==> src/rtl/dqf_pkg.sv <==
package dqf_pkg;

    typedef enum logic [3:0] {
        S_IDLE,
        S_OPC,
        S_ADDR,
        S_DUMMY,
        S_WFETCH,
        S_WSHIFT,
        S_RSHIFT,
        S_RPUSH,
        S_END,
        S_POPC,
        S_PREAD,
        S_PEND
    } dqf_state_e;

    localparam int unsigned LANES = 2;

endpackage

==> src/rtl/dqf_clkgen.sv <==
module dqf_clkgen #(
    parameter int unsigned DIV_W = 8
) (
    input  logic             clk,
    input  logic             rst_n,
    input  logic             en,
    input  logic [DIV_W-1:0] div,
    output logic             tick
);

    logic [DIV_W-1:0] cnt;

    always_ff @(posedge clk or negedge rst_n) begin
        if (!rst_n) begin
            cnt <= '0;
        end else if (!en || cnt >= div) begin
            cnt <= '0;
        end else begin
            cnt <= cnt + 1'b1;
        end
    end

    assign tick = en && (cnt >= div);

    // a tick is never followed directly by another one unless the divider is zero
    a_r8_tick_gap: assert property (@(posedge clk) disable iff (!rst_n)
        (tick && div != '0 && $stable(div)) |=> !tick);

endmodule

==> src/rtl/dqf_lane.sv <==
module dqf_lane (
    input  logic       clk,
    input  logic       rst_n,
    input  logic       load,
    input  logic [7:0] load_byte,
    input  logic       rx_step,
    input  logic       tx_step,
    input  logic [3:0] nib_in,
    output logic [3:0] nib_out,
    output logic [7:0] byte_q
);

    logic [7:0] r;

    always_ff @(posedge clk or negedge rst_n) begin
        if (!rst_n) begin
            r <= '0;
        end else if (load) begin
            r <= load_byte;
        end else if (rx_step) begin
            r <= {r[3:0], nib_in};
        end else if (tx_step) begin
            r <= {r[3:0], 4'h0};
        end
    end

    assign nib_out = r[7:4];
    assign byte_q  = r;

endmodule

==> src/rtl/dual_qflash_seq.sv <==
module dual_qflash_seq
    import dqf_pkg::*;
#(
    parameter int unsigned ADDR_W     = 25,
    parameter int unsigned LEN_W      = 12,
    parameter int unsigned DIV_W      = 8,
    parameter int unsigned DUMMY_W    = 4,
    parameter logic [7:0]  PROG_OP    = 8'h02,
    parameter logic [7:0]  STATUS_OP  = 8'h05,
    parameter int unsigned PAGE_BYTES = 512,
    parameter int unsigned BUSY_BIT   = 0
) (
    input  logic               clk,
    input  logic               rst_n,
    input  logic [DIV_W-1:0]   cfg_div,
    input  logic               req_valid,
    input  logic [7:0]         req_opcode,
    input  logic [ADDR_W-1:0]  req_addr,
    input  logic               req_has_addr,
    input  logic               req_write,
    input  logic [LEN_W-1:0]   req_len,
    input  logic [DUMMY_W-1:0] req_dummy,
    input  logic               req_poll,
    output logic               busy,
    output logic               done,
    output logic               err,
    input  logic [7:0]         wr_data,
    input  logic               wr_valid,
    output logic               wr_ready,
    output logic [7:0]         rd_data,
    output logic               rd_valid,
    input  logic               rd_ready,
    output logic               sclk,
    output logic               cs_n,
    output logic [7:0]         q_out,
    output logic [1:0]         q_oe,
    input  logic [7:0]         q_in
);

    localparam int unsigned ADDR_CLKS = (ADDR_W - 1 + 3) / 4;
    localparam int unsigned WIRE_W    = ADDR_CLKS * 4;
    localparam int unsigned SH_W      = 8 + WIRE_W;
    localparam int unsigned PG_LSB    = $clog2(PAGE_BYTES);
    localparam int unsigned CNT_W     = $clog2(ADDR_CLKS + (1 << DUMMY_W) + 2);
    localparam int unsigned PAIR_W    = LEN_W - 1;

    dqf_state_e          state, state_nx;
    logic                sclk_q;
    logic [CNT_W-1:0]    ncnt;
    logic [SH_W-1:0]     sh;
    logic [PAIR_W-1:0]   pairs;
    logic [DUMMY_W-1:0]  dummy_q;
    logic                has_addr_q, write_q, poll_q, half;

    logic                shifting, tick, rise, fall, last;
    logic                bad, busy_any;
    logic [LANES-1:0]       lane_load;
    logic [LANES-1:0][3:0]  lane_nib;
    logic [LANES-1:0][7:0]  lane_byte;
    logic                rx_step, tx_step;
    dqf_state_e          data_st, post_addr_st, post_opc_st;

    // ---------------- serial clock tick source ----------------
    assign shifting = (state == S_OPC) || (state == S_ADDR) || (state == S_DUMMY) ||
                      (state == S_WSHIFT) || (state == S_RSHIFT) ||
                      (state == S_POPC) || (state == S_PREAD);

    dqf_clkgen #(.DIV_W(DIV_W)) i_clkgen (
        .clk  (clk),
        .rst_n(rst_n),
        .en   (shifting),
        .div  (cfg_div),
        .tick (tick)
    );

    assign rise = tick && !sclk_q;
    assign fall = tick && sclk_q;
    assign last = fall && (ncnt == CNT_W'(1));

    // ---------------- per-device byte lanes ----------------
    assign rx_step = rise && ((state == S_RSHIFT) || (state == S_PREAD));
    assign tx_step = fall && (state == S_WSHIFT);
    assign lane_load[0] = (state == S_WFETCH) && wr_valid && !half;
    assign lane_load[1] = (state == S_WFETCH) && wr_valid && half;

    for (genvar g = 0; g < LANES; g++) begin : g_lane
        dqf_lane i_lane (
            .clk      (clk),
            .rst_n    (rst_n),
            .load     (lane_load[g]),
            .load_byte(wr_data),
            .rx_step  (rx_step),
            .tx_step  (tx_step),
            .nib_in   (q_in[g*4 +: 4]),
            .nib_out  (lane_nib[g]),
            .byte_q   (lane_byte[g])
        );
    end

    assign busy_any = lane_byte[0][BUSY_BIT] | lane_byte[1][BUSY_BIT];

    // ---------------- request screening ----------------
    assign bad = req_len[0] ||
                 ((req_opcode == PROG_OP) && (req_addr[PG_LSB-1:0] != '0));

    // ---------------- next-state logic ----------------
    assign data_st      = (pairs == '0) ? S_END : (write_q ? S_WFETCH : S_RSHIFT);
    assign post_addr_st = (dummy_q != '0) ? S_DUMMY : data_st;
    assign post_opc_st  = has_addr_q ? S_ADDR : post_addr_st;

    always_comb begin
        state_nx = state;
        unique case (state)
            S_IDLE:   if (req_valid && !bad) state_nx = S_OPC;
            S_OPC:    if (last) state_nx = post_opc_st;
            S_ADDR:   if (last) state_nx = post_addr_st;
            S_DUMMY:  if (last) state_nx = data_st;
            S_WFETCH: if (wr_valid && half) state_nx = S_WSHIFT;
            S_WSHIFT: if (last) state_nx = (pairs == PAIR_W'(1)) ? S_END : S_WFETCH;
            S_RSHIFT: if (last) state_nx = S_RPUSH;
            S_RPUSH:  if (rd_ready && half)
                          state_nx = (pairs == PAIR_W'(1)) ? S_END : S_RSHIFT;
            S_END:    state_nx = poll_q ? S_POPC : S_IDLE;
            S_POPC:   if (last) state_nx = S_PREAD;
            S_PREAD:  if (last) state_nx = S_PEND;
            S_PEND:   state_nx = busy_any ? S_POPC : S_IDLE;
            default:  state_nx = S_IDLE;
        endcase
    end

    // ---------------- state register ----------------
    always_ff @(posedge clk or negedge rst_n) begin
        if (!rst_n) state <= S_IDLE;
        else        state <= state_nx;
    end

    // ---------------- datapath registers ----------------
    always_ff @(posedge clk or negedge rst_n) begin
        if (!rst_n) begin
            sclk_q     <= 1'b0;
            ncnt       <= '0;
            sh         <= '0;
            pairs      <= '0;
            dummy_q    <= '0;
            has_addr_q <= 1'b0;
            write_q    <= 1'b0;
            poll_q     <= 1'b0;
            half       <= 1'b0;
        end else begin
            if (tick) sclk_q <= !sclk_q;

            if (state_nx != state) begin
                case (state_nx)
                    S_ADDR:  ncnt <= CNT_W'(ADDR_CLKS);
                    S_DUMMY: ncnt <= CNT_W'(dummy_q);
                    default: ncnt <= CNT_W'(2);
                endcase
            end else if (fall) begin
                ncnt <= ncnt - 1'b1;
            end

            if (state == S_IDLE && req_valid && !bad) begin
                sh         <= {req_opcode, WIRE_W'(req_addr >> 1)};
                pairs      <= req_len[LEN_W-1:1];
                dummy_q    <= req_dummy;
                has_addr_q <= req_has_addr;
                write_q    <= req_write;
                poll_q     <= req_poll;
                half       <= 1'b0;
            end else if (state_nx == S_POPC && state != S_POPC) begin
                sh <= {STATUS_OP, {WIRE_W{1'b0}}};
            end else if (fall && (state == S_OPC || state == S_ADDR || state == S_POPC)) begin
                sh <= {sh[SH_W-5:0], 4'h0};
            end

            if (state == S_WFETCH && wr_valid) half <= !half;
            if (state == S_RPUSH && rd_ready)  half <= !half;

            if ((state == S_WSHIFT && last) || (state == S_RPUSH && rd_ready && half))
                pairs <= pairs - 1'b1;
        end
    end

    // ---------------- outputs ----------------
    always_comb begin
        sclk     = sclk_q;
        busy     = (state != S_IDLE);
        cs_n     = (state == S_IDLE) || (state == S_END) || (state == S_PEND);
        wr_ready = (state == S_WFETCH);
        rd_valid = (state == S_RPUSH);
        rd_data  = half ? lane_byte[1] : lane_byte[0];
        done     = ((state == S_END) && !poll_q) || ((state == S_PEND) && !busy_any);
        err      = (state == S_IDLE) && req_valid && bad;
        q_oe     = 2'b00;
        q_out    = 8'h00;
        unique case (state)
            S_OPC, S_ADDR, S_POPC: begin
                q_oe  = 2'b11;
                q_out = {sh[SH_W-1 -: 4], sh[SH_W-1 -: 4]};
            end
            S_WSHIFT: begin
                q_oe  = 2'b11;
                q_out = {lane_nib[1], lane_nib[0]};
            end
            default: ;
        endcase
    end

    // ---------------- assertions ----------------
    // chip select leads the first rising clock edge by at least one cycle
    a_r9_cs_lead: assert property (@(posedge clk) disable iff (!rst_n)
        $rose(sclk) |-> (!cs_n && $past(!cs_n)));
    // chip select is released only with the serial clock low
    a_r9_cs_release: assert property (@(posedge clk) disable iff (!rst_n)
        $rose(cs_n) |-> !sclk);
    // bus data changes only while the serial clock is low
    a_r8_data_hold: assert property (@(posedge clk) disable iff (!rst_n)
        (sclk && $past(sclk)) |-> ($stable(q_out) && $stable(q_oe)));
    // a stalled read byte is held
    a_r2_rd_hold: assert property (@(posedge clk) disable iff (!rst_n)
        (rd_valid && !rd_ready) |=> (rd_valid && $stable(rd_data)));
    // a refused request starts no frame
    a_r7_err_no_frame: assert property (@(posedge clk) disable iff (!rst_n)
        err |=> cs_n);
    // an idle block holds the bus quiet
    a_r12_idle_quiet: assert property (@(posedge clk) disable iff (!rst_n)
        !busy |-> (cs_n && !sclk && q_oe == 2'b00));

endmodule

==> config.mk <==
export PLATFORM = sky130hd
export DESIGN_NAME = dual_qflash_seq
export DESIGN_NICKNAME = d
export VERILOG_FILES = /design/src/rtl/dqf_pkg.sv /design/src/rtl/dqf_clkgen.sv /design/src/rtl/dqf_lane.sv /design/src/rtl/dual_qflash_seq.sv
export SDC_FILE = /design/constraint.sdc
export NUM_CORES = 1
export LEC_CHECK = 0
export BUFFER_PORTS_ARGS = -buffer_cell sky130_fd_sc_hd__buf_2
export CORE_MARGIN = 1.5
export CORE_UTILIZATION = 40
export DETAILED_ROUTE_END_ITERATION = 16
export MAX_ROUTING_LAYER = met4
export PLACE_DENSITY = 0.62
export SYNTH_ARGS = -nofsm -noshare
export SYNTH_HDL_FRONTEND = slang
export SYNTH_SLANG_ARGS = --single-unit
==> constraint.sdc <==
create_clock -name clk -period 7.6 [get_ports clk]
set_input_delay 1.9 -clock clk [delete_from_list [all_inputs] [get_ports clk]]
set_output_delay 1.9 -clock clk [all_outputs]
set_load 0.1 [all_outputs]
==> results of run 1 <==
## cell type report
cell class / count / area share (%)
multi-input combinational: 402 / 44.9
sequential: 85 / 36.1
timing repair buffer: 108 / 9.34
clock buffer: 11 / 4.12
tap: 168 / 3.56
inverter: 18 / 1.15
clock inverter: 4 / 0.827
## power by group through the flow
| stage | clock network, mW | registers (mW) | logic, mW |
|---|---|---|---|
| after floorplan | 0 | 0.727 | 0.564 |
| after detailed placement | 0 | 0.773 | 0.699 |
| final | 0.432 | 0.767 | 0.697 |
| after global placement | 0 | 0.768 | 0.682 |
| after CTS | 0.442 | 0.766 | 0.701 |
| after global routing | 0.461 | 0.792 | 0.763 |
## critical path: cells and delay by family
family	cells	cell delay (ns)
buffers and inverters	2	0.56
and+or+nand+nor	2	0.75
AOI/OAI and AO/OA	1	0.21
## how the worst min path moves through the flow
stage | start | endpoint | slack (ns)
2_1_floorplan | write_q | write_q | 0.46
3_3_place_gp | write_q | write_q | 0.48
3_5_place_dp | sh[3] | sh[3] | 0.49
4_1_cts | sh[3] | sh[3] | 0.51
5_1_grt | sh[1] | sh[1] | 0.54
6_report | sh[3] | sh[3] | 0.51
## kinds of logic after synthesis
family | after synthesis | synth area share [%]
XOR/XNOR | 11 | 1.94
multiplexers | 48 | 9.87
AO/OA/AOI/OAI | 130 | 18.1
flip-flops | 85 | 42.8
AND/OR/NAND/NOR | 199 | 19.8
buffers and inverters | 47 | 4.00
adder cells (fa/ha/maj) | 14 | 3.48
## cell usage after synthesis (6+ instances only)
library cell	n
nor2_1	41
nand3_1	14
dfrtp_1	85
o21ai_0	50
a22oi_1	11
nand2_1	90
buf_2	6
inv_1	18
a21oi_1	16
a22o_1	13
o211ai_1	6
mux2_2	8
clkbuf_1	18
and3_1	6
ha_1	13
xor2_1	8
mux2i_1	40
## registers in the layout, summed over array words and instances (netlist names)
signal                flops
poll_q                    1
sclk                      1
state                     4
has_addr_q                1
i_clkgen.cnt              8
dummy_q                   4
half                      1
g_lane.i_lane.byte_q     16
write_q                   1
sh                       32
pairs                    11
ncnt                      5
## layer usage
| layer | part of all wire [%] | GRT usage, % | vias to the layer above |
|---|---|---|---|
| met5 | 0 | - | - |
| met4 | 1.3 | 5.58 | 0 |
| met2 | 49 | 33.9 | 111 |
| li1 | - | - | 2098 |
| met3 | 4.8 | 3.60 | 12 |
| met1 | 45 | 25.7 | 2083 |
==> results.cfg, run 1 <==
[run_status]
status = completed

[worst_setup_path]
reg2reg_from = state[3]
critPathSlowestCell = nor4_1
startpoint = req_opcode[4]
crit_type = in -> out
cp_data_arrival_time_ns = 3.43
cp.required_ns = 5.70
rrSetupSlack_ns = 3.91
cp_cell_sequence = buf_2 > nor4_1 > a21oi_1 > nor3_1 > buf_2
r2r_cells = 8
cp-end-kind = primary output
cp_common_cell = buf_2
crit_path_end = err
r2r-end = ncnt[1]
crit_path_start_kind = input pin
critPathMaxFanout = 3
crit_path_max_incr_delay_ns = 0.51

[cts]
cts_sinks = 85
cts_hold_buf = 0
clkSlewWorstSetupHoldPaths_ns = 0.06
clk_latency_ns = 0.33
clockRootBuffer = clkbuf_16
cts_setup_buffers = 0
cts_tree = yes
cts-resized-gates = 0
cts_buffers = 9
htreeDepth = 3
clock_path_buffers = 2

[layout]
multiInputGateArea_sq_mm = 0.00265
finish.utilization_pct = 48.9
fin_area_sq_mm = 0.00590
diodes = 0
mostFrequentLayoutCell = buf_2
final_cells = 796
drive_above_1_share_pct = 24.2
fillers = 1141
regArea_sq_mm = 0.00213
areaGrowthSynthToFinish_pct = 18.7
fin_nets = 718
final_cell_mix = buf_2, nand2_1, dfrtp_1

[sta]
fin_ws_ns = 2.27
fin_worst_skew_ns = 0.00581
hold_ws_ns = 0.513
tightest_slew_ns = 1.11
fmax_ghz = 0.187
post-route-period-util_pct = 70.2
hold_viol = 0
min_period_ns = 5.33
setup-tns-final_ns = 0
setup_viol = 0
slew_violations = 0
slew_headroom_pct = 26.3
grt_setup_unrepaired = false

[route]
wire_per_inst_um = 15.8
ant_nets = 0
first_pass_iters = 5
viasPerCell = 5.41
totalWireLength_um = 12500
drt-initial-drc-count = 304
vias = 4304
drc_errors = 0

[placement]
dp_slack_ns = 2.27
dpl.cell_count = 781
postPlaceCellArea_sq_mm = 0.00561
io_buffers = 105
gp_congestion = 0.885
dp_hpwl_um = 9240

[pwr]
ir_drop_mv = 0.142
seqPwrFrac_pct = 40.5
p_int_mw = 1.10
p_leak_nw = 2.71
switching_share_pct = 42.2
total_power_mw = 1.90
clkPwrFrac_pct = 22.8
power_density_mw_per_mm2 = 322
comb_power_share_pct = 36.8
p_sw_mw = 0.799

[worst_hold_path]
hp-class = reg -> reg
min_delay_path_depth = 1

[yosys]
yosysTopAreaCell = dfrtp_1
ys_warn_count = 0
yosys_register_bits = 85
syn_nets = 628
synthTopCellsByArea = dfrtp_1, mux2i_1, nand2_1, o21ai_0, ha_1
syn_inst = 534
synth.avg_cell_area_sq_um = 9.30
synth_seq_area_share_pct = 42.8
netlist_area_sq_mm = 0.00497
async_reset_ff_share_pct = 100
ys_types = 68
synth-main-ff-cell = dfrtp_1
synth_top_area_share_pct = 42.8
synth_edf_count = 0

[grt]
grt_first_pass_wirelength_um = 20600
grt_pass1_vias = 4283
track_usage_pct = 20.4
antenna_found_initial = 0
grt_max_degree = 57
grt_overflow = 0

[floorplan]
die_area_sq_mm = 0.0131
core_area_sq_mm = 0.0121
start_util_pct = 41.2
die-height_um = 114
num_rows = 40
io_pins = 106
die_x_um = 114

[flow_run]
cap_violations = 0
No activity file was read; power rests on OpenSTA's default activity.
==> inputs of run 2 (changes only) <==
Settings changed: ABC_AREA set to 1, PLACE_DENSITY 0.62 to 0.61.
Clock period 7.6 ns to 5.2 ns, I/O delays scaled along.
==> run 2 against run 1 <==
Compared with the run above:
- routed wire length rose by 7.5%
- hold slack lost 0.038 ns
- clock power grew 66%
- synthesized area increased by 8.5%
- utilization fell by 0.46 points
- non-clock buffer count increased by 4
- global-route usage rose by 0.47 points
- register-to-register slack worse by 1.9 ns
- critical path depth is 1 higher
- die area increased by 8.3%
- final cell count grew 29%
- critical endpoint unchanged
- largest power group is now combinational cells
- highest routed layer unchanged
==> results.cfg, run 2 <==
[run_status]
status = completed

[sta]
hold_ws_ns = 0.475
fin_worst_skew_ns = 0.00639
setup-tns-final_ns = 0
post-route-period-util_pct = 72.7
setup_viol = 0
min_period_ns = 3.78
fmax_ghz = 0.265
slew_headroom_pct = 52.6
grt_setup_unrepaired = false
hold_viol = 0
slew_violations = 0
fin_ws_ns = 1.42
tightest_slew_ns = 0.711

[placement]
dp_slack_ns = 1.09
io_buffers = 105
dpl.cell_count = 1009
gp_congestion = 0.924
postPlaceCellArea_sq_mm = 0.00605
dp_hpwl_um = 9980

[route]
wire_per_inst_um = 13.2
top_layer = met4
vias = 4989
ant_nets = 0
drt-initial-drc-count = 384
met2_length_um = 5840
drc_errors = 0
viasPerCell = 4.87
m1WireLength_um = 6610
totalWireLength_um = 13500
first_pass_iters = 5
dr_wl_met3_um = 852

[floorplan]
die_area_sq_mm = 0.0142
start_util_pct = 40.9
num_rows = 42
die_x_um = 119
die-height_um = 119
io_pins = 106
core_area_sq_mm = 0.0132

[grt]
grt_overflow = 0
grt_pass1_vias = 4866
grt_max_degree = 55
grt_first_pass_wirelength_um = 23300
track_usage_pct = 20.9
antenna_found_initial = 0

[pwr]
ir_drop_mv = 0.212
p_leak_nw = 3.54
power_density_mw_per_mm2 = 578

[worst_setup_path]
cp_common_cell = buf_2
cp.required_ns = 3.90
path_buf_inv = 2
crit_path_max_incr_delay_ns = 0.30
r2r_cells = 16
crit_path_start_kind = input pin
critPathSlowestCell = nor4_1
cp-end-kind = primary output
cp_data_arrival_time_ns = 2.48
cp_cell_sequence = buf_2 > nor4_1 > nand4_1 > nand3_1 > a21boi_0 > buf_2
crit_type = in -> out
cp_top_family = simple AND/OR/NAND/NOR gates
cp.depth = 6
critPathMaxFanout = 2

[yosys]
synth-compound-area-share_pct = 10.7
yosys.area_share.xor_xnor_pct = 1.79
yosysTopAreaCell = dfrtp_1
synthAdderAreaFrac_pct = 3.02
synthTopCellsByCount = nand2_1, inv_1, dfrtp_1
synth.avg_cell_area_sq_um = 7.27
synthMuxAreaShare_pct = 0
ys_types = 49
synth.most_common_cell = nand2_1
synth_edf_count = 0
yosys_register_bits = 85
synth_top_area_share_pct = 39.5
synthTopCellsByArea = dfrtp_1, nand2_1, inv_1, nor2_1, nand3_1
synth-main-ff-cell = dfrtp_1
ys_warn_count = 0
async_reset_ff_share_pct = 100
synth_top_family_by_area = simple AND/OR/NAND/NOR gates
synth_seq_area_share_pct = 39.5
syn_inst = 742
netlist_area_sq_mm = 0.00539
syn_nets = 836
yosys.area_share.simple_pct = 34.5

[layout]
regArea_sq_mm = 0.00213
fin_nets = 938
multiInputGateArea_sq_mm = 0.00270
mostFrequentLayoutCell = nand2_1
regMostFlops = sh
drive_above_1_share_pct = 20.3
final_cells = 1025
diodes = 0
areaGrowthSynthToFinish_pct = 18.5
fillers = 1366
largest_reg_flops = 32
fin_area_sq_mm = 0.00639
final_cell_mix = nand2_1, inv_1, buf_2

[cts]
cts_buffers = 9
cts_hold_buf = 0
clkSlewWorstSetupHoldPaths_ns = 0.06
clk_latency_ns = 0.34
cts_sinks = 85
cts_setup_buffers = 0
clock_path_buffers = 2
htreeDepth = 3
cts-resized-gates = 0
cts_tree = yes
clockRootBuffer = clkbuf_16

[flow_run]
cap_violations = 0

[worst_hold_path]
min_delay_path_depth = 2
hp-class = reg -> reg
-- run 2: changes by cell type in the layout (fill, tap and decap cells not counted), sizes merged, moves of 8 or more --
cell / previous run / this run
nand2: 90 / 258
inv: 18 / 112
nand3: 14 / 55
mux2i: 40 / 0
nor2: 41 / 67
o21ai: 50 / 33
a22o: 13 / 0
a22oi: 11 / 0
o221ai: 1 / 12
o22ai: 2 / 12
mux2: 8 / 0
nand4: 2 / 10
-- run 2: final cells by class --
class	count	area share (%)
inverter	113	6.64
tap	176	3.45
timing repair buffer	112	9.09
clock inverter	5	1.27
sequential	85	33.3
clock buffer	11	3.96
multi-input combinational	523	42.3
-- run 2: where the power goes --
group	switching, mW	leakage [nW]	internal [mW]
Clock	0.269	0.162	0.448
Sequential	0.213	1.07	0.925
Combinational	1.39	2.30	0.454
-- run 2: worst register-to-register path, stage by stage (launching register included) --
cell     delay (ns)
dfrtp_1        0.42
ha_1           0.30
a21oi_1        0.17
nor2_1         0.06
nor2_1         0.15
nand3_2        0.19
nand3_4        0.19
nor2_8         0.06
a21oi_1        0.29
nand4_4        0.17
nor2_2         0.12
nand3_2        0.08
nand3_2        0.06
buf_4          0.27
inv_2          0.28
nand2_1        0.14
o21ai_1        0.07
-- run 2: logic make-up (layout without fill, tap and decap cells) --
| logic type | after synthesis | after routing |
|---|---|---|
| fa+ha+maj | 13 | 13 |
| xor+xnor | 11 | 11 |
| buf+inv | 134 | 241 |
| simple gates | 409 | 409 |
| flops | 85 | 85 |
| compound gates | 90 | 90 |
-- run 2: routing by layer --
layer	GRT usage (%)	vias up
met4	5.95	0
met1	28.6	2242
met3	4.79	17
met2	30.9	147
li1	-	2583
met5	-	-
-- run 2: final timing paths --
check / start / end / slack, ns
max: req_addr[0] / err / 1.42
min: sh[0] / sh[0] / 0.47
max reg2reg: i_clkgen.cnt[5] / sh[3] / 2.06
min reg2reg: sh[0] / sh[0] / 0.47
max in group asynchronous: rst_n / sh[22] / 3.29
min in group asynchronous: rst_n / i_clkgen.cnt[2] / 1.00
-- run 2: through the flow --
| stage | power [mW] | utilization [%] |
|---|---|---|
| after floorplan | 2.62 | - |
| after detailed placement | 2.99 | 45.9 |
| final | 3.69 | 48.4 |
| after CTS | 3.72 | 48.4 |
| after global placement | 2.98 | 45.9 |
| after global routing | 3.96 | 48.4 |
==> inputs of run 3 (changes only) <==
Settings changed: PLACE_DENSITY 0.61 to 0.63.
Clock period 5.2 ns to 3.1 ns, I/O delays scaled along.
==> run 3 against run 2 <==
Compared with the run above:
- sequential share of layout area down 1.6 points
- total power up 72%
- die area unchanged
- clock-buffer cell count down 1
- critical endpoint is now q_out[7]
- largest cell class unchanged
==> results.cfg, run 3 (synthesis results as in run 2) <==
[route]
totalWireLength_um = 13400
wire_per_inst_um = 12.9
vias = 5014
viasPerCell = 4.82
drt-initial-drc-count = 333
first_pass_iters = 4
drc_errors = 0
ant_nets = 0

[worst_setup_path]
cp-end-kind = primary output
crit_path_start_kind = flip-flop
cp.required_ns = 2.32
critPathMaxFanout = 10
cp_data_arrival_time_ns = 2.14
crit_type = reg -> out

[floorplan]
die_x_um = 119
num_rows = 42
die-height_um = 119
die_area_sq_mm = 0.0142
start_util_pct = 40.9
io_pins = 106
core_area_sq_mm = 0.0132

[cts]
cts_buffers = 9
cts-resized-gates = 2
htreeDepth = 3
clock_path_buffers = 2
cts_hold_buf = 0
clockRootBuffer = clkbuf_16
clkSlewWorstSetupHoldPaths_ns = 0.06
cts_tree = yes
clk_latency_ns = 0.35
cts_sinks = 85
cts_setup_buffers = 0

[sta]
post-route-period-util_pct = 94.1
min_period_ns = 2.92
setup_viol = 0
fmax_ghz = 0.343
fin_worst_skew_ns = 0.00528
slew_violations = 0
grt_setup_unrepaired = false
slew_headroom_pct = 58.8
tightest_slew_ns = 0.618
hold_viol = 0
fin_ws_ns = 0.182

[layout]
diodes = 0
areaGrowthSynthToFinish_pct = 24.6
drive_above_1_share_pct = 23.4
fin_nets = 956
fillers = 1340
finish.utilization_pct = 50.9
final_cell_mix = nand2_1, inv_1, buf_2
largest_reg_flops = 32
regMostFlops = sh
mostFrequentLayoutCell = nand2_1

[grt]
grt_max_degree = 46
antenna_found_initial = 0
grt_overflow = 0
grt_first_pass_wirelength_um = 22700
track_usage_pct = 20.6
grt_pass1_vias = 4727

[worst_hold_path]
hp-class = in -> async

[flow_run]
cap_violations = 0

[pwr]
total_power_mw = 6.34
p_leak_nw = 3.65
power_density_mw_per_mm2 = 944
ir_drop_mv = 0.378

[run_status]
status = completed

[placement]
io_buffers = 105
gp_congestion = 0.895
dp_hpwl_um = 10200
dp_slack_ns = -0.145
==> run 3: cell types whose count changed in the layout (fill, tap and decap cells not counted), moves of 2 or more <==
| cell | change |
|---|---|
| buf_12 | +11 |
| buf_2 | -10 |
| buf_4 | +15 |
| buf_6 | +2 |
| clkbuf_8 | -2 |
| nor2_1 | -4 |
| nor2_2 | +4 |
| o21ai_0 | -7 |
| o21ai_1 | +5 |
| o21ai_2 | +2 |
| o22ai_1 | -6 |
| o22ai_2 | +6 |
==> run 3: metal layers <==
layer	GRT usage (%)	routed length, um	vias to the layer above
met2	30.1	5740	127
met4	5.95	188	0
met1	28.5	6710	2261
li1	-	-	2611
met3	4.79	774	15
met5	-	0	-
==> run 3: through the flow <==
step                      setup TNS, ns  hold slack, ns  cells  cell area [sq um]
after detailed placement          -3.51           0.460   1027               6400
after global placement            -1.49           0.457   1027               6400
after CTS                             0           0.455   1041               6690
after floorplan                  -0.727           0.443    742               5450
final                                 0           0.447   1041               6720
after global routing                  0           0.484   1041               6720
==> run 3: worst max-delay path, cell delays in order, from the launching register on <==
cell	delay, ns
dfrtp_1	0.49
inv_1	0.09
nor2_1	0.18
inv_1	0.12
nor2_2	0.20
inv_1	0.07
nand3_1	0.09
inv_2	0.13
o21ai_2	0.19
buf_6	0.25
==> run 3: final cells by class <==
| class | instances | area (sq um) | area share (%) |
|---|---|---|---|
| clock buffer | 10 | 229 | 3.41 |
| clock inverter | 4 | 51.3 | 0.764 |
| inverter | 113 | 424 | 6.32 |
| multi-input combinational | 523 | 2780 | 41.4 |
| sequential | 85 | 2130 | 31.7 |
| tap | 176 | 220 | 3.28 |
| timing repair buffer | 130 | 886 | 13.2 |
==> run 3: power breakdown <==
part | internal (mW) | switching (mW) | total, mW
Clock | 0.615 | 0.435 | 1.05
Sequential | 1.55 | 0.347 | 1.90
Combinational | 0.969 | 2.42 | 3.39
Total | 3.14 | 3.20 | 6.34
==> run 3: path summary, 6_finish.rpt <==
kind                           from                          to  slack [ns]  cells after the start
setup / recovery           state[3]                    q_out[7]        0.18                      9
hold / removal                rst_n  g_lane[0].i_lane.byte_q[0]        0.45                      1
setup reg to reg           state[1]                      sh[12]        0.37                     15
hold reg to reg              sh[22]                      sh[22]        0.48                      2
max in group asynchronous     rst_n                       sh[8]        2.02                      2
min in group clk             sh[22]                      sh[22]        0.48                      2
